File: config.mk
export PLATFORM = sky130hd
export DESIGN_NAME = tq_timer_queue
export DESIGN_NICKNAME = d
export VERILOG_FILES = /design/src/rtl/tq_pkg.sv /design/src/rtl/tq_lane_timer.sv /design/src/rtl/tq_lane_head.sv /design/src/rtl/tq_ctrl.sv /design/src/rtl/tq_timer_queue.sv
export SDC_FILE = /design/constraint.sdc
export NUM_CORES = 1
export LEC_CHECK = 0
export BUFFER_PORTS_ARGS = -buffer_cell sky130_fd_sc_hd__buf_2
export CORE_AREA = 2 2 275 277
export CTS_CLUSTER_DIAMETER = 100
export DETAILED_ROUTE_END_ITERATION = 12
export DIE_AREA = 0 0 277 279
export SETUP_SLACK_MARGIN = 0.4
export SLEW_MARGIN = 20
export SYNTH_ARGS = -nofsm -noshare
export SYNTH_HDL_FRONTEND = slang
export SYNTH_HIERARCHICAL = 1
export SYNTH_SLANG_ARGS = --single-unit
File: constraint.sdc
create_clock -name clk -period 11.4 [get_ports clk]
set_clock_uncertainty 0.1 [all_clocks]
set_input_delay 0.57 -clock clk [delete_from_list [all_inputs] [get_ports clk]]
set_output_delay 0.57 -clock clk [all_outputs]
set_load 0.01 [all_outputs]
File: src/rtl/tq_pkg.sv
package tq_pkg;
   typedef enum logic [2:0] {
      ST_IDLE,
      ST_POP_NXT,
      ST_POP_TM,
      ST_INS_DEC,
      ST_WLK_NXT,
      ST_WLK_TM,
      ST_WR_LINK
   } tq_state_e;
endpackage

File: src/rtl/tq_lane_timer.sv
module tq_lane_timer #(
   parameter int TIME_W = 32
) (
   input  logic              clk,
   input  logic              rst_n,
   input  logic              tick,
   output logic [TIME_W-1:0] now
);
   always_ff @(posedge clk) begin
      if (!rst_n)    now <= '0;
      else if (tick) now <= now + 1'b1;
   end
endmodule

File: src/rtl/tq_lane_head.sv
module tq_lane_head #(
   parameter int ADDR_W = 16,
   parameter int TIME_W = 32
) (
   input  logic              clk,
   input  logic              rst_n,
   input  logic              set_ptr,
   input  logic [ADDR_W-1:0] ptr_d,
   input  logic              set_time,
   input  logic [TIME_W-1:0] time_d,
   input  logic              drop,
   input  logic [TIME_W-1:0] now,
   output logic [ADDR_W-1:0] ptr_q,
   output logic [TIME_W-1:0] time_q,
   output logic              valid_q,
   output logic              expired
);
   logic [TIME_W-1:0] diff;

   always_ff @(posedge clk) begin
      if (!rst_n) begin
         ptr_q   <= '0;
         time_q  <= '0;
         valid_q <= 1'b0;
      end else begin
         if (set_ptr) ptr_q <= ptr_d;
         if (set_time) begin
            time_q  <= time_d;
            valid_q <= 1'b1;
         end else if (drop) begin
            valid_q <= 1'b0;
         end
      end
   end

   // due when deadline minus now is zero or negative as a signed value
   assign diff    = time_q - now;
   assign expired = valid_q && (diff[TIME_W-1] || (diff == '0));
endmodule

File: src/rtl/tq_ctrl.sv
module tq_ctrl
   import tq_pkg::*;
#(
   parameter int NPRIO    = 2,
   parameter int ADDR_W   = 16,
   parameter int TIME_W   = 32,
   parameter int LINK_OFS = 12,
   parameter int TIME_OFS = 16,
   parameter int PW       = 1
) (
   input  logic                         clk,
   input  logic                         rst_n,
   input  logic [NPRIO-1:0][TIME_W-1:0] now,
   input  logic [NPRIO-1:0][ADDR_W-1:0] hptr,
   input  logic [NPRIO-1:0][TIME_W-1:0] htime,
   input  logic [NPRIO-1:0]             hvalid,
   input  logic [NPRIO-1:0]             expired,
   output logic [NPRIO-1:0]             set_ptr,
   output logic [NPRIO-1:0]             set_time,
   output logic [NPRIO-1:0]             drop,
   output logic [ADDR_W-1:0]            ptr_d,
   output logic [TIME_W-1:0]            time_d,
   input  logic                         wait_valid_i,
   output logic                         wait_ready_o,
   input  logic [PW-1:0]                wait_prio_i,
   input  logic [ADDR_W-1:0]            wait_wptr_i,
   output logic                         wait_done_o,
   output logic                         wait_queued_o,
   output logic                         mem_req_o,
   output logic                         mem_we_o,
   output logic [ADDR_W-1:0]            mem_addr_o,
   output logic [TIME_W-1:0]            mem_wdata_o,
   input  logic [TIME_W-1:0]            mem_rdata_i,
   output logic                         exp_valid_o,
   output logic [PW-1:0]                exp_prio_o,
   output logic [ADDR_W-1:0]            exp_wptr_o
);
   localparam logic [ADDR_W-1:0] LINK_A = ADDR_W'(LINK_OFS);
   localparam logic [ADDR_W-1:0] TIME_A = ADDR_W'(TIME_OFS);

   tq_state_e         st, st_d;
   logic [PW-1:0]     cur_p, cur_p_d, pick;
   logic [ADDR_W-1:0] new_ptr, new_ptr_d, prev, prev_d, nxt, nxt_d, rd_ptr;
   logic [TIME_W-1:0] new_time, new_time_d;
   logic              fin, fin_q, any_exp;

   function automatic logic is_future(input logic [TIME_W-1:0] t, input logic [TIME_W-1:0] n);
      logic [TIME_W-1:0] d;
      d = t - n;
      return !d[TIME_W-1] && (d != '0);
   endfunction

   function automatic logic is_before(input logic [TIME_W-1:0] a, input logic [TIME_W-1:0] b);
      logic [TIME_W-1:0] d;
      d = a - b;
      return d[TIME_W-1];
   endfunction

   assign rd_ptr  = mem_rdata_i[ADDR_W-1:0];
   assign any_exp = |expired;

   always_comb begin
      pick = '0;
      for (int i = NPRIO - 1; i >= 0; i--) if (expired[i]) pick = PW'(i);
   end

   always_comb begin
      st_d = st; cur_p_d = cur_p; new_ptr_d = new_ptr; new_time_d = new_time;
      prev_d = prev; nxt_d = nxt;
      mem_req_o = 1'b0; mem_we_o = 1'b0; mem_addr_o = '0; mem_wdata_o = '0;
      set_ptr = '0; set_time = '0; drop = '0; ptr_d = '0; time_d = '0;
      exp_valid_o = 1'b0; exp_prio_o = pick; exp_wptr_o = hptr[pick];
      wait_ready_o = 1'b0; fin = 1'b0; fin_q = 1'b0;
      unique case (st)
         ST_IDLE: begin
            if (any_exp) begin
               exp_valid_o = 1'b1;
               mem_req_o   = 1'b1;
               mem_addr_o  = hptr[pick] + LINK_A;
               cur_p_d     = pick;
               st_d        = ST_POP_NXT;
            end else begin
               wait_ready_o = 1'b1;
               if (wait_valid_i) begin
                  mem_req_o  = 1'b1;
                  mem_addr_o = wait_wptr_i + TIME_A;
                  cur_p_d    = wait_prio_i;
                  new_ptr_d  = wait_wptr_i;
                  st_d       = ST_INS_DEC;
               end
            end
         end
         ST_POP_NXT: begin
            drop[cur_p] = 1'b1; set_ptr[cur_p] = 1'b1; ptr_d = rd_ptr;
            if (rd_ptr != '0) begin
               mem_req_o  = 1'b1;
               mem_addr_o = rd_ptr + TIME_A;
               st_d       = ST_POP_TM;
            end else st_d = ST_IDLE;
         end
         ST_POP_TM: begin
            set_time[cur_p] = 1'b1; time_d = mem_rdata_i;
            st_d = ST_IDLE;
         end
         ST_INS_DEC: begin
            new_time_d = mem_rdata_i;
            if (!is_future(mem_rdata_i, now[cur_p])) begin
               fin = 1'b1;
               st_d = ST_IDLE;
            end else if (!hvalid[cur_p] || is_before(mem_rdata_i, htime[cur_p])) begin
               mem_req_o = 1'b1; mem_we_o = 1'b1;
               mem_addr_o  = new_ptr + LINK_A;
               mem_wdata_o = TIME_W'(hptr[cur_p]);
               set_ptr[cur_p] = 1'b1; ptr_d = new_ptr;
               set_time[cur_p] = 1'b1; time_d = mem_rdata_i;
               fin = 1'b1; fin_q = 1'b1;
               st_d = ST_IDLE;
            end else begin
               mem_req_o  = 1'b1;
               mem_addr_o = hptr[cur_p] + LINK_A;
               prev_d     = hptr[cur_p];
               st_d       = ST_WLK_NXT;
            end
         end
         ST_WLK_NXT: begin
            nxt_d = rd_ptr;
            mem_req_o = 1'b1;
            if (rd_ptr == '0) begin
               mem_we_o = 1'b1; mem_addr_o = prev + LINK_A;
               mem_wdata_o = TIME_W'(new_ptr);
               st_d = ST_WR_LINK;
            end else begin
               mem_addr_o = rd_ptr + TIME_A;
               st_d = ST_WLK_TM;
            end
         end
         ST_WLK_TM: begin
            mem_req_o = 1'b1;
            if (is_before(new_time, mem_rdata_i)) begin
               mem_we_o = 1'b1; mem_addr_o = prev + LINK_A;
               mem_wdata_o = TIME_W'(new_ptr);
               st_d = ST_WR_LINK;
            end else begin
               mem_addr_o = nxt + LINK_A;
               prev_d = nxt;
               st_d = ST_WLK_NXT;
            end
         end
         ST_WR_LINK: begin
            mem_req_o = 1'b1; mem_we_o = 1'b1;
            mem_addr_o = new_ptr + LINK_A;
            mem_wdata_o = TIME_W'(nxt);
            fin = 1'b1; fin_q = 1'b1;
            st_d = ST_IDLE;
         end
         default: st_d = ST_IDLE;
      endcase
   end

   always_ff @(posedge clk) begin
      if (!rst_n) begin
         st <= ST_IDLE; cur_p <= '0; new_ptr <= '0; new_time <= '0;
         prev <= '0; nxt <= '0; wait_done_o <= 1'b0; wait_queued_o <= 1'b0;
      end else begin
         st <= st_d; cur_p <= cur_p_d; new_ptr <= new_ptr_d; new_time <= new_time_d;
         prev <= prev_d; nxt <= nxt_d;
         wait_done_o <= fin; wait_queued_o <= fin_q;
      end
   end
endmodule

File: src/rtl/tq_timer_queue.sv
module tq_timer_queue #(
   parameter int NPRIO    = 2,
   parameter int ADDR_W   = 16,
   parameter int TIME_W   = 32,
   parameter int LINK_OFS = 12,
   parameter int TIME_OFS = 16,
   localparam int PW      = (NPRIO > 1) ? $clog2(NPRIO) : 1
) (
   input  logic                    clk,
   input  logic                    rst_n,
   input  logic [NPRIO-1:0]        tick_i,
   output logic [NPRIO*TIME_W-1:0] now_o,
   input  logic                    wait_valid_i,
   output logic                    wait_ready_o,
   input  logic [PW-1:0]           wait_prio_i,
   input  logic [ADDR_W-1:0]       wait_wptr_i,
   output logic                    wait_done_o,
   output logic                    wait_queued_o,
   output logic                    mem_req_o,
   output logic                    mem_we_o,
   output logic [ADDR_W-1:0]       mem_addr_o,
   output logic [TIME_W-1:0]       mem_wdata_o,
   input  logic [TIME_W-1:0]       mem_rdata_i,
   output logic                    exp_valid_o,
   output logic [PW-1:0]           exp_prio_o,
   output logic [ADDR_W-1:0]       exp_wptr_o
);
   initial begin
      assert (NPRIO >= 1) else $error("NPRIO must be at least 1");
      assert (ADDR_W <= TIME_W) else $error("ADDR_W must not exceed TIME_W");
      assert (LINK_OFS % 4 == 0 && TIME_OFS % 4 == 0) else $error("offsets must be word aligned");
   end

   logic [NPRIO-1:0][TIME_W-1:0] now, htime;
   logic [NPRIO-1:0][ADDR_W-1:0] hptr;
   logic [NPRIO-1:0]             hvalid, expired, set_ptr, set_time, drop;
   logic [ADDR_W-1:0]            ptr_d;
   logic [TIME_W-1:0]            time_d;

   assign now_o = now;

   for (genvar g = 0; g < NPRIO; g++) begin : g_lane
      tq_lane_timer #(.TIME_W(TIME_W)) timer_i (
         .clk(clk), .rst_n(rst_n), .tick(tick_i[g]), .now(now[g]));
      tq_lane_head #(.ADDR_W(ADDR_W), .TIME_W(TIME_W)) head_i (
         .clk(clk), .rst_n(rst_n), .set_ptr(set_ptr[g]), .ptr_d(ptr_d),
         .set_time(set_time[g]), .time_d(time_d), .drop(drop[g]), .now(now[g]),
         .ptr_q(hptr[g]), .time_q(htime[g]), .valid_q(hvalid[g]), .expired(expired[g]));
   end

   tq_ctrl #(.NPRIO(NPRIO), .ADDR_W(ADDR_W), .TIME_W(TIME_W), .LINK_OFS(LINK_OFS),
             .TIME_OFS(TIME_OFS), .PW(PW)) ctrl_i (
      .clk(clk), .rst_n(rst_n), .now(now), .hptr(hptr), .htime(htime),
      .hvalid(hvalid), .expired(expired), .set_ptr(set_ptr), .set_time(set_time),
      .drop(drop), .ptr_d(ptr_d), .time_d(time_d),
      .wait_valid_i(wait_valid_i), .wait_ready_o(wait_ready_o),
      .wait_prio_i(wait_prio_i), .wait_wptr_i(wait_wptr_i),
      .wait_done_o(wait_done_o), .wait_queued_o(wait_queued_o),
      .mem_req_o(mem_req_o), .mem_we_o(mem_we_o), .mem_addr_o(mem_addr_o),
      .mem_wdata_o(mem_wdata_o), .mem_rdata_i(mem_rdata_i),
      .exp_valid_o(exp_valid_o), .exp_prio_o(exp_prio_o), .exp_wptr_o(exp_wptr_o));
endmodule

==> metrics.csv, run 1 <==
stage;metric;value;unit
run_status;outcome;completed;
yosys;avgSynthCellArea;7.665;um^2
clock_tree;clockBufferDepth;3;
setup_path;cp_top_family;compound AO/OA/AOI/OAI gates;
setup_path;required;10.73;ns
layout;instances_no_fill;3963;
floorplanning;dieArea;0.07728;mm^2
setup_path;path_max_fanout;20;
setup_path;cp-end-kind;output pin;
place;dpl_cell_area;0.02372;mm^2
grt;grt_start_max_net_pins;84;
clock_tree;cts_buffers;30;
clock_tree;cts_hold_buf;0;
grt;grt_pass1_vias;21130;
place;place_ws;4.161;ns
place;dpl.hpwl;69.69;mm
route;drtPass1Iterations;9;
sta;fin_setup_tns;0;ns
setup_path;cp-start-kind;flop;
sta;clock.fmax;125.8;MHz
yosys;synth_top_cell_by_area;dfxtp_1;
grt;grt_usage;22.12;%
sta;fin_crit_sh;69.74;%
sta;slew_viol_final;0;
route;antenna_left;0;
clock_tree;cts_setup_buffers;0;
layout;final_layout_size_suffix_gt1_share;10.64;%
place;place_congestion;1.021;
place;io_buffers;172;
hold_path;hp-class;in2reg;
yosys;async_reset_ff_share;0;%
setup_path;crit_chain;inv_1, ha_1, and3_1, nand4_1, a2111oi_0, a21oi_1, a31o_1, a221o_1, a211oi_1, nand4_1, and4bb_1, a22o_1, nor2b_2, buf_4, mux2i_1, ha_1, nor4_1, nand2_1, xor2_1, o22ai_1, a22o_1, a21oi_1, o221ai_1, buf_2;
route;via_per_inst;5.711;
yosys;synthTopCellsByCount;nand2_1 (375), dfxtp_1 (248), mux2i_1 (215), a21oi_1 (178), ha_1 (166);
pwr;switching_share;34.77;%
sta;maxSlewHeadroom;22.38;%
yosys;yosys-top-cells-area;dfxtp_1 (22%), mux2i_1 (9.7%), ha_1 (9.4%), nand2_1 (6.3%), a21oi_1 (4.0%);
yosys;seq_area_frac_synth;22.40;%
sta;worst_pin_slew;1.132;ns
pwr;internal_power;1.842;mW
route;wire_per_inst;22.44;um
clock_tree;path_clk_slew;0.06;ns
sta;hold_slack;0.1695;ns
place;placedCellCount;3905;
yosys;synthFlopType;dfxtp_1;
sta;rsz0062_at_grt;false;
route;drt_first_iter_violations;2288;
pwr;combPwrFrac;28.5;%
sta;setup_viol_count_final;0;
clock_tree;clk_latency;0.62;ns
setup_path;max_stage_delay;0.69;ns
setup_path;worst-setup-path-type;reg2out;
sta;min_period;7.950;ns
clock_tree;cts_tree;done;
setup_path;path_buf_inv;3;
setup_path;arrival;7.28;ns
pwr;powerDensity;113.8;mW/mm^2
yosys;yosys.cell_types.count;95;
yosys;yosys_warnings;6;
sta;hold_viol;0;
sta;setup_slack;3.450;ns
yosys;synth_cells;2892;
layout;area_growth;11.91;%
clock_tree;cts_num_sinks;248;
yosys;synth_top_area_share;22.40;%
route;vias;22630;
clock_tree;ctsResizeCount;0;
floorplanning;core_area;0.07407;mm^2
pwr;power_leakage;9.493;nW
grt;grt_pass1_wl;133.5;mm
pwr;clkPwrFrac;38.0;%
floorplanning;die_y;279;um
setup_path;cpMaxStageDelayCell;nor4_1;
floorplanning;rows;100;
yosys;synth_edf_count;0;
flow_run;drv_cap;0;
route;wl;88.93;mm
pwr;p_seq_share;33.5;%
floorplanning;num_io_pins;189;
pwr;vdd_drop_max;0.1046;mV
floorplanning;start_util;29.93;%
yosys;synth_seq_cells;248;
grt;antenna_found_initial;8;
grt;grt_overflow_total;0;
yosys;synth_area;0.02217;mm^2
clock_tree;htree_levels;1;
layout;final_area;0.02481;mm^2
clock_tree;root_buffer;clkbuf_16;
yosys;yosysMostFrequentCell;nand2_1;
layout;fin_nets;3191;
pwr;switching_power;0.9818;mW
floorplanning;die_x;277;um
route;drc;0;
==> power groups by stage <==
stage | sequential (mW) | clock, mW | combinational [mW]
finish | 0.946 | 1.07 | 0.806
floorplan | 0.926 | 0 | 0.571
global placement | 0.961 | 0 | 0.789
global route | 0.946 | 1.12 | 0.869
detailed placement | 0.962 | 0 | 0.785
CTS | 0.942 | 1.09 | 0.788
==> state kept, by name, indices dropped and copies added (netlist names) <==
register,cells
ctrl_i/cur_p,1
ctrl_i/new_ptr,16
ctrl_i/new_time,32
ctrl_i/nxt,16
ctrl_i/prev,16
ctrl_i/st,3
ctrl_i/wait_done_o,1
ctrl_i/wait_queued_o,1
g_lane.head_i/ptr_q,32
g_lane.head_i/time_q,64
g_lane.head_i/valid_q,2
g_lane.timer_i/now,64
==> layout make-up <==
class / instances / area, um^2
antenna: 4 / 10.01
clock buffer: 39 / 825.8
clock inverter: 15 / 250.2
fill: 7993 / 49260
inverter: 153 / 574.3
multi-input combinational: 2338 / 15910
sequential: 248 / 4971
tap: 969 / 1212
timing repair buffer: 197 / 1055
==> through the flow <==
step	total power [mW]	util [%]
after floorplan	1.497	-
after global placement	1.750	32.03
after detailed placement	1.747	32.03
after CTS	2.820	33.48
after global routing	2.938	33.48
final	2.824	33.49
==> worst reg2reg max path: stages, from the launching register on <==
cell and delay, ns:
dfxtp_4 0.90, buf_4 0.73, mux2i_1 0.27, ha_1 0.33
nand3_1 0.12, nor4_1 0.41, nand2_1 0.18, a21oi_1 0.25
nor3_1 0.11, xnor2_1 0.59, nor2_2 0.04, buf_4 0.25
nor2_1 0.22, a21boi_4 0.08, buf_4 0.29, nor3_2 0.87
buf_4 0.56, mux2i_1 0.32, nor2b_1 0.07
==> cell usage in the layout, fill, tap and decap left out, types with 20 or more instances in the layout <==
cell / instances
o21ai_0: 157
o31ai_1: 21
a21boi_0: 66
xor2_1: 58
nand4_1: 63
buf_2: 171
mux2i_1: 215
nor3_1: 77
dfxtp_1: 245
a22oi_1: 20
ha_1: 166
nand2b_1: 25
o22ai_1: 23
a211oi_1: 34
nor4_1: 21
o211ai_1: 41
a31oi_1: 25
clkbuf_16: 31
nor2b_1: 116
inv_1: 153
and3_1: 27
o21a_1: 26
xnor2_1: 88
or4_1: 20
nand2_1: 375
nand3_1: 73
a21o_1: 24
nor2_1: 138
a21oi_1: 176
buf_4: 25
==> cell families (layout without fill, tap and decap cells) <==
group	after synthesis	count (layout)	synth area share [%]
AO/OA/AOI/OAI	748	748	22.35
XOR/XNOR	146	146	5.768
adder cells (fa/ha/maj)	169	169	9.640
buffers and inverters	321	404	6.197
flip-flops	248	248	22.40
multiplexers	228	228	10.37
other	1	20	0.01692
AND/OR/NAND/NOR	1031	1031	23.26
==> worst paths after layout <==
path                        startpoint                     endpoint  slack, ns  depth (start not counted)
max          g_lane[1].timer_i/now[18]               mem_addr_o[10]       3.45                         24
min                     wait_wptr_i[5]            ctrl_i/new_ptr[5]       0.17                          3
min reg2reg        ctrl_i/new_time[16]          ctrl_i/new_time[16]       0.37                          2
max reg2reg               ctrl_i/cur_p  g_lane[1].head_i/time_q[29]       4.57                         18
==> routing by layer <==
layer	share of wire, %	global-route usage, %
met3	8.8	4.728
met1	44	29.73
met5	0.045	0
met2	43	34.58
met4	4.2	8.403
Power figures use the tool's default switching activity.
==> run 2: changes to the inputs <==
--- a/config.mk
+++ b/config.mk
@@ -5,11 +5,12 @@
 export SDC_FILE = /design/constraint.sdc
 export NUM_CORES = 1
 export LEC_CHECK = 0
+export ABC_AREA = 1
 export BUFFER_PORTS_ARGS = -buffer_cell sky130_fd_sc_hd__buf_2
-export CORE_AREA = 2 2 275 277
+export CORE_AREA = 2 2 289 291
 export CTS_CLUSTER_DIAMETER = 100
 export DETAILED_ROUTE_END_ITERATION = 12
-export DIE_AREA = 0 0 277 279
+export DIE_AREA = 0 0 291 293
 export SETUP_SLACK_MARGIN = 0.4
 export SLEW_MARGIN = 20
 export SYNTH_ARGS = -nofsm -noshare
==> constraint.sdc (replaced) <==
create_clock -name clk -period 8.3 [get_ports clk]
set_clock_uncertainty 0.1 [all_clocks]
set_input_delay 0.415 -clock clk [delete_from_list [all_inputs] [get_ports clk]]
set_output_delay 0.415 -clock clk [all_outputs]
set_load 0.01 [all_outputs]
==> run 2 against run 1 <==
Clock-buffer cell count up 8. First-iteration DRC count is 5.4% higher. Non-clock buffer count shrank 6. Global-route usage grew 1.6 points. Register-to-register slack worse by 2.4 ns. Highest routed layer unchanged. Worst setup slack got worse by 2.3 ns. Area after synthesis grew 9.9%. Sequential share of layout area is 1.9 points lower. Critical path depth increased by 7. Die area rose by 10%.
==> metrics.csv, run 2 <==
stage;metric;value;unit;change
run_status;outcome;completed;;unchanged
setup_path;worst-setup-path-type;reg2out;;unchanged
route;antenna_left;0;;unchanged
floorplanning;core_area;0.08185;mm^2;was 0.07407 mm^2
clock_tree;path_clk_slew;0.06;ns;about the same
sta;min_period;7.161;ns;
setup_path;cp-end-kind;output pin;;unchanged
pwr;vdd_drop_max;0.1401;mV;was 0.1046 mV
route;wl;104.3;mm;was 88.93 mm
layout;fill_cells;9150;;was 7,993
yosys;async_reset_ff_share;0;%;unchanged
grt;grtUsageMet2;38.49;%;was 34.58%
yosys;synthMuxAreaShare;2.423;%;was 10.37%
yosys;synth_cells;4207;;was 2,892
floorplanning;die_x;291;um;was 277 um
pwr;total_power;8.668;mW;was 2.824 mW
layout;mostFrequentLayoutCell;nand2_1;;unchanged
sta;hold_viol;0;;unchanged
hold_path;hp-class;in2reg;;unchanged
floorplanning;die_y;293;um;was 279 um
clock_tree;htree_levels;2;;was 1
clock_tree;cts_buffers;34;;was 30
layout;reg_top3;g_lane.head_i/time_q x64, g_lane.timer_i/now x64;;unchanged
grt;grt_pass1_wl;154.8;mm;was 133.5 mm
place;place_congestion;1.042;;was 1.021
yosys;synthTopCellsByCount;nand2_1 (1,176), inv_1 (695), nor2_1 (549), o21ai_0 (268), dfxtp_1 (248);;was nand2_1 (375), dfxtp_1 (248), mux2i_1 (215), a21oi_1 (178), ha_1 (166)
pwr;clkPwrFrac;17.9;%;was 38.0%
clock_tree;cts_num_sinks;248;;unchanged
setup_path;worstReg2RegStart;ctrl_i/cur_p;;unchanged
yosys;synth_seq_cells;248;;unchanged
layout;final_cell_mix;nand2_1 (1,176), inv_1 (695), nor2_1 (546), o21ai_0 (268), dfxtp_1 (247);;was nand2_1 (375), dfxtp_1 (245), mux2i_1 (215), a21oi_1 (176), buf_2 (171)
place;dpl.hpwl;84.18;mm;was 69.69 mm
clock_tree;cts_tree;done;;unchanged
grt;grt_usage;23.75;%;was 22.12%
route;wire_per_inst;19.20;um;was 22.44 um
setup_path;cpMaxStageDelayCell;dfxtp_1;;was nor4_1
yosys;synthFlopType;dfxtp_1;;unchanged
grt;grt_start_max_net_pins;108;;was 84
clock_tree;cts_hold_buf;0;;unchanged
setup_path;worstReg2RegEnd;g_lane[1].head_i/time_q[0];;was g_lane[1].head_i/time_q[29]
setup_path;required;7.79;ns;was 10.73 ns
pwr;power_leakage;14.21;nW;was 9.493 nW
route;vias;27180;;was 22.63k
grt;busiest_layer;met2;;unchanged
sta;setup_viol_count_final;0;;unchanged
grt;met3_usage;2.927;%;was 4.728%
clock_tree;root_buffer;clkbuf_16;;unchanged
yosys;synth_top_area_share;20.37;%;was 22.40%
sta;fin_setup_tns;0;ns;unchanged
clock_tree;ctsResizeCount;0;;unchanged
pwr;powerDensity;316.4;mW/mm^2;was 113.8 mW/mm^2
yosys;synthAdderAreaFrac;8.768;%;was 9.640%
sta;rsz0062_at_grt;false;;unchanged
grt;grt_overflow_total;0;;unchanged
floorplanning;num_io_pins;189;;unchanged
yosys;yosys-top-cells-area;dfxtp_1 (20%), nand2_1 (18%), inv_1 (11%), ha_1 (8.5%), nor2_1 (8.5%);;was dfxtp_1 (22%), mux2i_1 (9.7%), ha_1 (9.4%), nand2_1 (6.3%), a21oi_1 (4.0%)
hold_path;min_path_cells;3;;unchanged
yosys;synth_top_cell_by_area;dfxtp_1;;unchanged
pwr;switching_power;4.616;mW;was 0.9818 mW
clock_tree;clockBufferDepth;3;;unchanged
yosys;yosys_warnings;6;;unchanged
sta;clock.fmax;139.7;MHz;
layout;final_layout_size_suffix_gt1_share;9.748;%;was 10.64%
sta;worst_pin_slew;1.152;ns;was 1.132 ns
setup_path;cp-start-kind;flop;;unchanged
grt;antenna_found_initial;3;;was 8
setup_path;rr_worst_depth;28;;was 18
grt;grt_util_met1;31.60;%;was 29.73%
sta;fin_crit_sh;86.27;%;
setup_path;path_max_fanout;21;;was 20
yosys;synth-xor-area-share;2.695;%;was 5.768%
layout;fin_nets;4559;;was 3,191
yosys;synth-compound-area-share;13.09;%;was 22.35%
yosys;synth_edf_count;0;;unchanged
route;via_per_inst;5.004;;was 5.711
hold_path;hp-start;wait_wptr_i[2];;was wait_wptr_i[5]
route;drc;0;;unchanged
sta;maxSlewHeadroom;22.36;%;was 22.38%
clock_tree;clk_latency;0.56;ns;was 0.62 ns
yosys;avgSynthCellArea;5.793;um^2;was 7.665 um^2
yosys;synth_area;0.02437;mm^2;was 0.02217 mm^2
setup_path;arrival;6.65;ns;was 7.28 ns
route;drt_first_iter_violations;2412;;was 2,288
yosys;yosysMostFrequentCell;nand2_1;;unchanged
setup_path;max_stage_delay;0.65;ns;was 0.69 ns
setup_path;reg2reg_slack;2.22;ns;was 4.57 ns
yosys;yosys.cell_types.count;61;;was 95
route;drtPass1Iterations;7;;was 9
place;io_buffers;172;;unchanged
floorplanning;rows;105;;was 100
flow_run;drv_cap;0;;unchanged
setup_path;path_common_cell;nand2_1;;
floorplanning;dieArea;0.08526;mm^2;was 0.07728 mm^2
layout;area_growth;12.41;%;was 11.91%
yosys;synthSimpleGateAreaFrac;39.04;%;was 23.26%
pwr;switching_share;53.26;%;was 34.77%
floorplanning;start_util;29.78;%;was 29.93%
hold_path;hold_path_end;ctrl_i/new_ptr[2];;was ctrl_i/new_ptr[5]
pwr;internal_power;4.052;mW;was 1.842 mW
clock_tree;cts_setup_buffers;0;;unchanged
yosys;synth_top_family_by_area;simple AND/OR/NAND/NOR gates;;unchanged
pwr;p_seq_share;18.6;%;was 33.5%
grt;grt_pass1_vias;24820;;was 21.13k
yosys;seq_area_frac_synth;20.37;%;was 22.40%
sta;slew_viol_final;0;;unchanged
pwr;combPwrFrac;63.5;%;was 28.5%
-- run 2: cell count changes in the layout (fill, tap and decap cells not counted), moves of 65 or more --
cell | before | now
nand2_1 | 375 | 1176
inv_1 | 153 | 695
nor2_1 | 138 | 546
mux2i_1 | 215 | 59
nand3_1 | 73 | 208
nor2b_1 | 116 | 0
o21ai_0 | 157 | 268
xnor2_1 | 88 | 18
a21boi_0 | 66 | 1
-- run 2: worst max-delay path by stage --
stage	startpoint	endpoint	slack [ns]	depth (start not counted)
floorplan	ctrl_i/cur_p	g_lane[0].head_i/ptr_q[9]	3.79	29
global placement	g_lane[0].timer_i/now[24]	mem_addr_o[10]	1.97	30
detailed placement	g_lane[0].timer_i/now[24]	mem_addr_o[10]	1.87	30
CTS	g_lane[0].timer_i/now[24]	mem_addr_o[10]	1.24	30
global route	g_lane[0].timer_i/now[24]	mem_addr_o[14]	0.72	28
finish	g_lane[0].timer_i/now[5]	mem_addr_o[10]	1.14	31
-- run 2: final cells by class --
type	count	area [um^2]	area share, %
Timing Repair Buffer	191	1010	3.686
Clock inverter	13	158.9	0.5800
Antenna cell	1	2.502	0.009134
Inverter	737	2771	10.12
Multi-Input combinational cell	3124	16170	59.01
Clock buffer	47	980.9	3.581
Sequential cell	248	4969	18.14
Tap cell	1070	1339	4.887
-- run 2: critical path: cells and delay by family, from the launching register on --
kind                       cells  cell delay [ns]
DFF                            1             0.65
and+or+nand+nor               21             3.21
AOI/OAI and AO/OA              4             1.02
adders and majority gates      2             0.68
buffers and inverters          4             0.47
-- run 2: per-stage QoR --
stage | setup WS [ns] | utilization [%] | hold slack (ns) | cell area (um^2) | cells
floorplan | 3.789 | - | 0.3518 | 24430 | 4222
detailed placement | 1.867 | 32.08 | 0.3842 | 26250 | 5370
finish | 1.139 | 33.47 | 0.06877 | 27400 | 5431
global placement | 1.970 | 32.08 | 0.3787 | 26250 | 5370
CTS | 1.238 | 33.47 | 0.04755 | 27390 | 5430
global route | 0.7217 | 33.47 | 0.08695 | 27400 | 5431
-- run 2: layer usage --
layer	up-vias	wire [um]
li1	13530	-
met1	12410	45890
met2	1039	46240
met3	197	7119
met4	2	5006
met5	-	7
-- run 2: kinds of logic (layout without fill, tap and decap cells) --
family	count (synthesis)	in the layout
AOI/OAI and AO/OA	592	592
xor gates and xnor gates	75	75
adders and majority gates	169	169
buffers and inverters	850	988
DFF	248	248
muxes	59	59
other	1	17
and+or+nand+nor	2213	2213
-- run 2: power by group through the flow --
stage | clock network [mW] | logic [mW] | registers, mW
finish | 1.55 | 5.50 | 1.61
floorplan | 0 | 3.98 | 1.49
global route | 1.63 | 6.15 | 1.62
CTS | 1.59 | 5.41 | 1.61
detailed placement | 0 | 5.39 | 1.63
global placement | 0 | 5.40 | 1.63
